[src/rtl/pwm_pkg.sv]
package pwm_pkg;
  localparam int ADDR_W = 3;

  typedef enum logic [ADDR_W-1:0] {
    REG_CTRL    = 3'd0,
    REG_PER_LO  = 3'd1,
    REG_PER_HI  = 3'd2,
    REG_DUTY_LO = 3'd3,
    REG_DUTY_HI = 3'd4
  } reg_addr_e;

  // control byte bit positions
  localparam int CTRL_EN   = 0;
  localparam int CTRL_M16  = 1;
  localparam int CTRL_INV0 = 2;
  localparam int CTRL_INV1 = 3;
  localparam int CTRL_BITS = 4;
endpackage

[src/rtl/pwm_rst_sync.sv]
module pwm_rst_sync #(
  parameter int STAGES = 2
) (
  input  logic clk,
  input  logic rst_n,
  output logic rst_sync_n
);
  logic [STAGES-1:0] sync_q;

  always_ff @(posedge clk or negedge rst_n) begin
    if (!rst_n) sync_q <= '0;
    else        sync_q <= {sync_q[STAGES-2:0], 1'b1};
  end

  assign rst_sync_n = sync_q[STAGES-1];
endmodule

[src/rtl/pwm_regs.sv]
module pwm_regs
  import pwm_pkg::*;
#(
  parameter int BYTE_W = 8
) (
  input  logic              clk,
  input  logic              rst_n,
  input  logic              wr_en,
  input  logic [ADDR_W-1:0] wr_addr,
  input  logic [BYTE_W-1:0] wr_data,
  input  logic [ADDR_W-1:0] rd_addr,
  output logic [BYTE_W-1:0] rd_data,
  output logic              ctrl_en,
  output logic              mode16,
  output logic              inv0,
  output logic              inv1,
  output logic [BYTE_W-1:0] per_lo_buf,
  output logic [BYTE_W-1:0] per_hi_buf,
  output logic [BYTE_W-1:0] duty_lo_buf,
  output logic [BYTE_W-1:0] duty_hi_buf,
  output logic [BYTE_W-1:0] duty_stage
);
  localparam logic [BYTE_W-1:0] BUF_RST = '1;

  logic [CTRL_BITS-1:0] ctrl_q, ctrl_d;
  logic [BYTE_W-1:0]    per_lo_q, per_lo_d, per_hi_q, per_hi_d;
  logic [BYTE_W-1:0]    duty_lo_q, duty_lo_d, duty_hi_q, duty_hi_d;
  logic [BYTE_W-1:0]    stage_q, stage_d;
  logic                 m16_now;

  assign m16_now = ctrl_q[CTRL_M16];

  always_comb begin
    ctrl_d    = ctrl_q;
    per_lo_d  = per_lo_q;
    per_hi_d  = per_hi_q;
    duty_lo_d = duty_lo_q;
    duty_hi_d = duty_hi_q;
    stage_d   = stage_q;
    if (wr_en) begin
      case (wr_addr)
        REG_CTRL:    ctrl_d   = wr_data[CTRL_BITS-1:0];
        REG_PER_LO:  per_lo_d = wr_data;
        REG_PER_HI:  per_hi_d = wr_data;
        REG_DUTY_LO: begin
          duty_lo_d = wr_data;
          if (m16_now) duty_hi_d = stage_q;
        end
        REG_DUTY_HI: begin
          stage_d = wr_data;
          if (!m16_now) duty_hi_d = wr_data;
        end
        default: ;
      endcase
    end
  end

  always_ff @(posedge clk or negedge rst_n) begin
    if (!rst_n) begin
      ctrl_q    <= '0;
      per_lo_q  <= BUF_RST;
      per_hi_q  <= BUF_RST;
      duty_lo_q <= BUF_RST;
      duty_hi_q <= BUF_RST;
      stage_q   <= BUF_RST;
    end else if (wr_en) begin
      ctrl_q    <= ctrl_d;
      per_lo_q  <= per_lo_d;
      per_hi_q  <= per_hi_d;
      duty_lo_q <= duty_lo_d;
      duty_hi_q <= duty_hi_d;
      stage_q   <= stage_d;
    end
  end

  always_comb begin
    rd_data = '0;
    case (rd_addr)
      REG_CTRL:    rd_data[CTRL_BITS-1:0] = ctrl_q;
      REG_PER_LO:  rd_data = per_lo_q;
      REG_PER_HI:  rd_data = per_hi_q;
      REG_DUTY_LO: rd_data = duty_lo_q;
      REG_DUTY_HI: rd_data = stage_q;
      default:     rd_data = '0;
    endcase
  end

  assign ctrl_en     = ctrl_q[CTRL_EN];
  assign mode16      = ctrl_q[CTRL_M16];
  assign inv0        = ctrl_q[CTRL_INV0];
  assign inv1        = ctrl_q[CTRL_INV1];
  assign per_lo_buf  = per_lo_q;
  assign per_hi_buf  = per_hi_q;
  assign duty_lo_buf = duty_lo_q;
  assign duty_hi_buf = duty_hi_q;
  assign duty_stage  = stage_q;
endmodule

[src/rtl/pwm_chan.sv]
module pwm_chan #(
  parameter int W = 8
) (
  input  logic         clk,
  input  logic         rst_n,
  input  logic         en,
  input  logic         inv,
  input  logic [W-1:0] per_buf,
  input  logic [W-1:0] duty_buf,
  output logic         pwm
);
  logic         run_q, run_d;
  logic [W-1:0] cnt_q, cnt_d;
  logic [W-1:0] per_q, per_d;
  logic [W-1:0] duty_q, duty_d;
  logic [W:0]   cnt_inc;
  logic         at_end;
  logic         ce;
  logic         active;

  assign cnt_inc = {1'b0, cnt_q} + {{W{1'b0}}, 1'b1};
  assign at_end  = cnt_inc >= {1'b0, per_q};
  assign ce      = en | run_q;

  always_comb begin
    run_d  = run_q;
    cnt_d  = cnt_q;
    per_d  = per_q;
    duty_d = duty_q;
    if (!en) begin
      run_d = 1'b0;
      cnt_d = '0;
    end else if (!run_q || at_end) begin
      run_d  = 1'b1;
      cnt_d  = '0;
      per_d  = per_buf;
      duty_d = duty_buf;
    end else begin
      cnt_d = cnt_inc[W-1:0];
    end
  end

  always_ff @(posedge clk or negedge rst_n) begin
    if (!rst_n) begin
      run_q  <= 1'b0;
      cnt_q  <= '0;
      per_q  <= '0;
      duty_q <= '0;
    end else if (ce) begin
      run_q  <= run_d;
      cnt_q  <= cnt_d;
      per_q  <= per_d;
      duty_q <= duty_d;
    end
  end

  assign active = en && run_q && (duty_q <= per_q) && (cnt_q < duty_q);
  assign pwm    = active ^ inv;
endmodule

[src/rtl/pwm_unit.sv]
module pwm_unit
  import pwm_pkg::*;
#(
  parameter int BYTE_W = 8
) (
  input  logic              clk,
  input  logic              rst_n,
  input  logic              wr_en,
  input  logic [ADDR_W-1:0] wr_addr,
  input  logic [BYTE_W-1:0] wr_data,
  input  logic [ADDR_W-1:0] rd_addr,
  output logic [BYTE_W-1:0] rd_data,
  output logic [1:0]        pwm_o
);
  localparam int NCH  = 2;
  localparam int WIDE = 2 * BYTE_W;

  logic              rst_sync_n;
  logic              ctrl_en, mode16, inv0, inv1;
  logic [BYTE_W-1:0] per_lo_buf, per_hi_buf, duty_lo_buf, duty_hi_buf, duty_stage;
  logic [NCH-1:0][BYTE_W-1:0] per8, duty8;
  logic [NCH-1:0]    inv_v, pwm8;
  logic              pwm16;

  pwm_rst_sync #(.STAGES(2)) u_rst (
    .clk(clk), .rst_n(rst_n), .rst_sync_n(rst_sync_n)
  );

  pwm_regs #(.BYTE_W(BYTE_W)) u_regs (
    .clk(clk), .rst_n(rst_sync_n),
    .wr_en(wr_en), .wr_addr(wr_addr), .wr_data(wr_data),
    .rd_addr(rd_addr), .rd_data(rd_data),
    .ctrl_en(ctrl_en), .mode16(mode16), .inv0(inv0), .inv1(inv1),
    .per_lo_buf(per_lo_buf), .per_hi_buf(per_hi_buf),
    .duty_lo_buf(duty_lo_buf), .duty_hi_buf(duty_hi_buf),
    .duty_stage(duty_stage)
  );

  assign per8[0]  = per_lo_buf;
  assign per8[1]  = per_hi_buf;
  assign duty8[0] = duty_lo_buf;
  assign duty8[1] = duty_hi_buf;
  assign inv_v    = {inv1, inv0};

  for (genvar g = 0; g < NCH; g++) begin : g_narrow
    pwm_chan #(.W(BYTE_W)) u_ch (
      .clk(clk), .rst_n(rst_sync_n),
      .en(ctrl_en & ~mode16), .inv(inv_v[g]),
      .per_buf(per8[g]), .duty_buf(duty8[g]),
      .pwm(pwm8[g])
    );
  end

  pwm_chan #(.W(WIDE)) u_wide (
    .clk(clk), .rst_n(rst_sync_n),
    .en(ctrl_en & mode16), .inv(inv0),
    .per_buf({per_hi_buf, per_lo_buf}),
    .duty_buf({duty_hi_buf, duty_lo_buf}),
    .pwm(pwm16)
  );

  assign pwm_o[0] = mode16 ? pwm16 : pwm8[0];
  assign pwm_o[1] = pwm8[1];
endmodule

[config.mk]
export PLATFORM = sky130hd
export DESIGN_NAME = pwm_unit
export DESIGN_NICKNAME = d
export VERILOG_FILES = /design/src/rtl/pwm_pkg.sv /design/src/rtl/pwm_rst_sync.sv /design/src/rtl/pwm_regs.sv /design/src/rtl/pwm_chan.sv /design/src/rtl/pwm_unit.sv
export SDC_FILE = /design/constraint.sdc
export NUM_CORES = 1
export LEC_CHECK = 0
export ABC_AREA = 0
export BUFFER_PORTS_ARGS = -buffer_cell sky130_fd_sc_hd__buf_4
export CORE_UTILIZATION = 25
export DETAILED_ROUTE_END_ITERATION = 7
export GPL_ROUTABILITY_DRIVEN = 0
export REMOVE_ABC_BUFFERS = 1
export SLEW_MARGIN = 20
export SYNTH_ARGS = -nofsm -noshare
export SYNTH_HDL_FRONTEND = slang
export SYNTH_SLANG_ARGS = --single-unit
[constraint.sdc]
create_clock -name clk -period 4.5 [get_ports clk]
set_input_delay 0.45 -clock clk [delete_from_list [all_inputs] [get_ports clk]]
set_output_delay 0.45 -clock clk [all_outputs]
set_load 0.01 [all_outputs]
==> metrics.csv, run 1 <==
metric;value;unit
WL per Instance;15.6;µm
min-delay worst type;input pin to register;
Max-Cap Viols;0;
Synth cell types;59;
Worst Setup End Kind;register;
final setup skew;0.00857;ns
max_slew headroom;45.9;%
EDFF count, synth;0;
CTS tree;done;
Detailed Route Iter0 Violations;250;
Cells after Synth;807;
total power;5580;µW
slew at the pin closest to its max-slew limit;0.809;ns
DRT Pass-1 Iters;5;
first-pass GRT wire length;33700;µm
final setup fails;0;
share of cells above drive strength 1;25.9;%
sequential fraction of the synthesis area;41.4;%
type of origin of the critical path;register;
H-tree levels;4;
Port Buffers;26;
Via Count;6128;
largest net degree at the start of global routing;59;
global route total overflow;0;
RSZ-0062 raised after global routing;false;
initial antenna violation count;0;
run status;completed;
Tmin final;3.91;ns
clock transition at the registers of the reported paths;0.06;ns
Detail Route Antenna Nets;0;
most frequent cells in the layout;dfrtp_1 (104), ha_1 (96), mux2_2 (74), inv_1 (72), nand2_1 (43);
Final Hold Viols;0;
Top FF cell, synth;dfrtp_1;
post_cts resized;0;
core box area;34800;µm²
leak pwr;0.00473;µW
nets@finish;951;
vias in the first global route;6277;
Syn-to-layout area delta;14.7;%
Initial Util;25.6;%
clk root buf;clkbuf_16;
Total GRT Usage;11.9;%
DPL Wire Length;15400;µm
Final Max Slew Viols;0;
asr flop ratio synth;100;%
Final TNS setup;0;ns
Tcrit/Tclk final;86.9;%
DRC;0;
Clk Latency, worst-skew pair;0.43;ns
WS Path Type;register to register;
Clock Tree Buf Depth;2;
Fmax;256;MHz
Cell Rows;68;
CTS Sinks;145;
TritonCTS Buffers;17;
fin util;29.3;%
Die ar.;36300;µm²
DIE HEIGHT;191;µm
average cell area after synthesis;11.0;µm²
final wirelength;20400;µm
die width;191;µm
critical path data arrival time;4.28;ns
CP required;4.87;ns
post-CTS setup buffer count;0;
Vias/cell;4.69;
CP max FO;9;
Post-Place Worst Slack;0.703;ns
num ports;27;
Inserted Diodes;0;
maximum vdd ir drop;0.287;mV
worst setup margin;0.590;ns
Syn. warnings;0;
Synth Cell Area;8890;µm²
power per cell area;548;nW/µm²
#FFs+latches synth;145;
most common cell after layout, fill and taps aside;dfrtp_1;
hold_ws;0.313;ns
[what timing repair did]
action	CTS	global route
hold buffers	1	0
hold endpoints to repair	2	0
endpoints found under the setup margin	0	0
[where the power goes]
| part | total, µW | internal [µW] | switching (µW) |
|---|---|---|---|
| Sequential | 2200 | 1780 | 415 |
| Combinational | 2030 | 1030 | 993 |
| Clock | 1360 | 790 | 568 |
| Total | 5580 | 3610 | 1980 |
[per-stage QoR]
step | cells | area (µm²)
6_report | 1306 | 10200
5_1_grt | 1306 | 10200
4_1_cts | 1306 | 10200
3_5_place_dp | 1273 | 9620
3_3_place_gp | 1273 | 9620
2_1_floorplan | 782 | 8760
[final timing paths]
kind | start | end | slack [ns] | cells after the start
max in group asynchronous | u_rst.sync_q[1] | g_narrow[1].u_ch.per_q[7] | 2.92 | 1
max | u_wide.cnt_q[7] | u_wide.cnt_q[0] | 0.59 | 12
min in group asynchronous | rst_n | u_rst.sync_q[1] | 0.34 | 2
min | wr_data[1] | u_regs.ctrl_q[1] | 0.31 | 2
min reg2reg | u_rst.sync_q[0] | u_rst.sync_q[1] | 0.35 | 0
max reg2reg | u_wide.cnt_q[7] | u_wide.cnt_q[0] | 0.59 | 12
[cell usage after synthesis, drive strengths merged, types with 3 or more instances]
master | n | area share, %
ha | 96 | 14
nor2 | 29 | 1.2
nand3b | 7 | 0.59
buf | 12 | 0.89
o41ai | 5 | 0.79
a31oi | 7 | 0.49
nor4 | 3 | 0.21
and3 | 5 | 0.35
o211ai | 3 | 0.25
nand3 | 21 | 1.2
dfstp | 40 | 12
clkbuf | 13 | 0.55
a21oi | 34 | 1.9
xor2 | 9 | 0.89
nor3b | 3 | 0.25
nand2b | 18 | 1.3
nor2b | 10 | 0.70
dfrtp | 105 | 30
a211oi | 5 | 0.42
a22oi | 6 | 0.51
mux2 | 104 | 14
nand4 | 21 | 1.5
nor3 | 3 | 0.17
a22o | 13 | 1.3
a211o | 3 | 0.30
o22ai | 8 | 0.56
nand2 | 43 | 1.8
inv | 72 | 3.0
mux2i | 16 | 1.8
a21o | 16 | 1.4
o21ai | 32 | 1.9
xnor2 | 18 | 1.8
[final cells by class]
type / instances / area, µm²
clock buffer: 20 / 457
multi-input combinational: 564 / 4810
clock inverter: 12 / 110
inverter: 73 / 274
timing repair buffer: 37 / 293
tap: 455 / 569
sequential: 145 / 3680
fill: 3548 / 24600
[cells by family after synthesis]
group | share of synthesized area (%)
flops | 41.4
other cells | 0.0422
xor+xnor | 2.66
mux | 16.5
compound gates | 11.4
fa+ha+maj | 13.5
buf+inv | 4.52
simple gates | 10.0
[routing by layer]
metal | global-route usage (%) | routed length [µm] | vias to the layer above
met4 | 3.29 | 247 | 0
met5 | 0 | 0 | -
li1 | - | - | 2975
met3 | 2.74 | 668 | 19
met2 | 18.7 | 9360 | 122
met1 | 16.3 | 10100 | 3012
[critical path: stages, from the launching register on]
cell	delay (ns)
dfrtp_1	0.49
nand4_1	0.29
nor4_1	0.54
nand3_1	0.28
nor2_1	0.19
xnor2_1	0.17
ha_1	0.28
nand3_1	0.15
nor2_1	0.06
a21oi_1	0.26
o41ai_4	0.21
nor3_1	0.65
mux2_2	0.28
[registers in the layout (all words and copies together) (netlist names)]
| signal | cells |
|---|---|
| g_narrow.u_ch.cnt_q | 16 |
| g_narrow.u_ch.duty_q | 16 |
| g_narrow.u_ch.per_q | 16 |
| u_wide.cnt_q | 16 |
| u_wide.duty_q | 16 |
| u_wide.per_q | 16 |
| u_regs.duty_hi_buf | 8 |
| u_regs.duty_lo_buf | 8 |
| u_regs.duty_stage | 8 |
| u_regs.per_hi_buf | 8 |
| u_regs.per_lo_buf | 8 |
| u_regs.ctrl_q | 4 |
| g_narrow.u_ch.run_q | 2 |
| u_rst.sync_q | 2 |
| u_wide.run_q | 1 |
Note: power is estimated with default switching activity, not from simulation.
==> run 2, diff against run 1 <==
Settings changed: CORE_UTILIZATION 25 to 40.
==> metrics.csv, run 2 (synthesis gave the netlist of run 1 again) <==
metric;value;unit
FF/Latch Area;3680;µm²
Clk Latency, worst-skew pair;0.43;ns
Worst Setup End Kind;register;
most frequent CP cell;nand3_1;
nets@finish;948;
WS Path Type;register to register;
H-tree levels;4;
min-delay worst type;input pin to register;
hold_ws;0.312;ns
first-pass GRT wire length;33000;µm
Fillers;1999;
core box area;21800;µm²
Detailed Route Iter0 Violations;275;
Vias/cell;5.37;
Fmax;248;MHz
CP bufs+invs;0;
area of the multi-input gates;4810;µm²
clk root buf;clkbuf_16;
critical path data arrival time;4.33;ns
slew at the pin closest to its max-slew limit;1.00;ns
crit-path max cell delay;0.92;ns
most frequent cells in the layout;dfrtp_1 (104), ha_1 (96), mux2_2 (74), inv_1 (72), nand2_1 (43);
DIE HEIGHT;151;µm
final wirelength;20200;µm
largest net degree at the start of global routing;86;
Cell Rows;54;
leak pwr;0.00475;µW
most common cell after layout, fill and taps aside;dfrtp_1;
CP required;4.80;ns
Detail Route Antenna Nets;0;
DRT Pass-1 Iters;6;
fin util;45.8;%
num ports;27;
Final Hold Viols;0;
type of origin of the critical path;register;
Tcrit/Tclk final;89.6;%
Tmin final;4.03;ns
global route total overflow;0;
CP max FO;9;
Inserted Diodes;0;
max_slew headroom;32.5;%
CTS Sinks;145;
DRC;0;
final setup skew;0.0160;ns
post-CTS setup buffer count;0;
Clock Tree Buf Depth;2;
worst path cell trace;nand4_1 -> nor4_1 -> nand3_1 -> nor2_1 -> xnor2_1 -> ha_1 -> nand3_1 -> o41ai_2 -> nor3_1 -> a221o_1;
run status;completed;
share of cells above drive strength 1;25.7;%
Total GRT Usage;19.2;%
TritonCTS Buffers;17;
CP max-delay cell;o41ai_2;
die width;151;µm
Final TNS setup;0;ns
vias in the first global route;5954;
CTS tree;done;
Top Family by Delay on Critical Path;simple AND/OR/NAND/NOR gates;
maximum vdd ir drop;0.322;mV
Port Buffers;26;
power per cell area;567;nW/µm²
clock transition at the registers of the reported paths;0.06;ns
Final Max Slew Viols;0;
Max-Cap Viols;0;
final setup fails;0;
initial antenna violation count;0;
DPL Wire Length;15100;µm
Initial Util;40.7;%
Syn-to-layout area delta;12.5;%
RSZ-0062 raised after global routing;false;
Die ar.;22800;µm²
Via Count;6058;
WL per Instance;17.9;µm
[run 2: layout make-up]
| cell class | instances | area share, % |
|---|---|---|
| Multi-Input combinational cell | 564 | 48.1 |
| Sequential cell | 145 | 36.8 |
| Clock buffer | 18 | 4.39 |
| Tap cell | 280 | 3.50 |
| Timing Repair Buffer | 34 | 2.83 |
| Inverter | 73 | 2.74 |
| Clock inverter | 14 | 1.61 |
[run 2: worst register-to-register path, cell delays in order, from the launching register on]
cell and delay (ns):
dfrtp_1 0.48, nand4_1 0.33, nor4_1 0.50, nand3_1 0.24
nor2_1 0.17, xnor2_1 0.11, ha_1 0.30, nand3_1 0.13
o41ai_2 0.92, nor3_1 0.30, a221o_1 0.42
[run 2: final timing paths]
path	cells past startpoint	end	slack, ns	startpoint
max	10	u_wide.cnt_q[12]	0.47	u_wide.cnt_q[7]
min	2	u_regs.per_lo_buf[4]	0.31	wr_data[4]
max reg2reg	10	u_wide.cnt_q[12]	0.47	u_wide.cnt_q[7]
min reg2reg	0	u_rst.sync_q[1]	0.36	u_rst.sync_q[0]
max in group asynchronous	1	u_regs.per_hi_buf[4]	3.12	u_rst.sync_q[1]
min in group asynchronous	2	u_rst.sync_q[1]	0.33	rst_n
[run 2: what timing repair did]
item | 4_1_cts | 5_1_grt
hold endpoints to repair | 2 | 0
endpoints found under the setup margin | 0 | 0
hold buffers | 1 | 0
resized for setup | 0 | 0
[run 2: power breakdown]
group,leakage (µW),switching (µW),internal (µW)
combinational,0.00269,1000,1030
clock,0.000300,630,812
sequential,0.00176,414,1780
[run 2: stage by stage]
stage | worst slack (ns) | instances | area [µm²] | power (µW)
CTS | 0.554 | 1128 | 10000 | 5720
detailed placement | 0.558 | 1095 | 9390 | 4240
finish | 0.468 | 1128 | 10000 | 5670
global route | 0.214 | 1128 | 10000 | 6110
global placement | 0.632 | 1095 | 9390 | 4190
floorplan | 0.231 | 782 | 8760 | 3600
[run 2: metal layers]
layer / vias to the layer above / GRT usage [%] / share of wire, %
li1: 2984 / - / -
met1: 2969 / 28.3 / 52
met2: 95 / 28.9 / 45
met3: 10 / 3.25 / 2.9
met4: 0 / 5.00 / 0.68
met5: - / 0 / 0
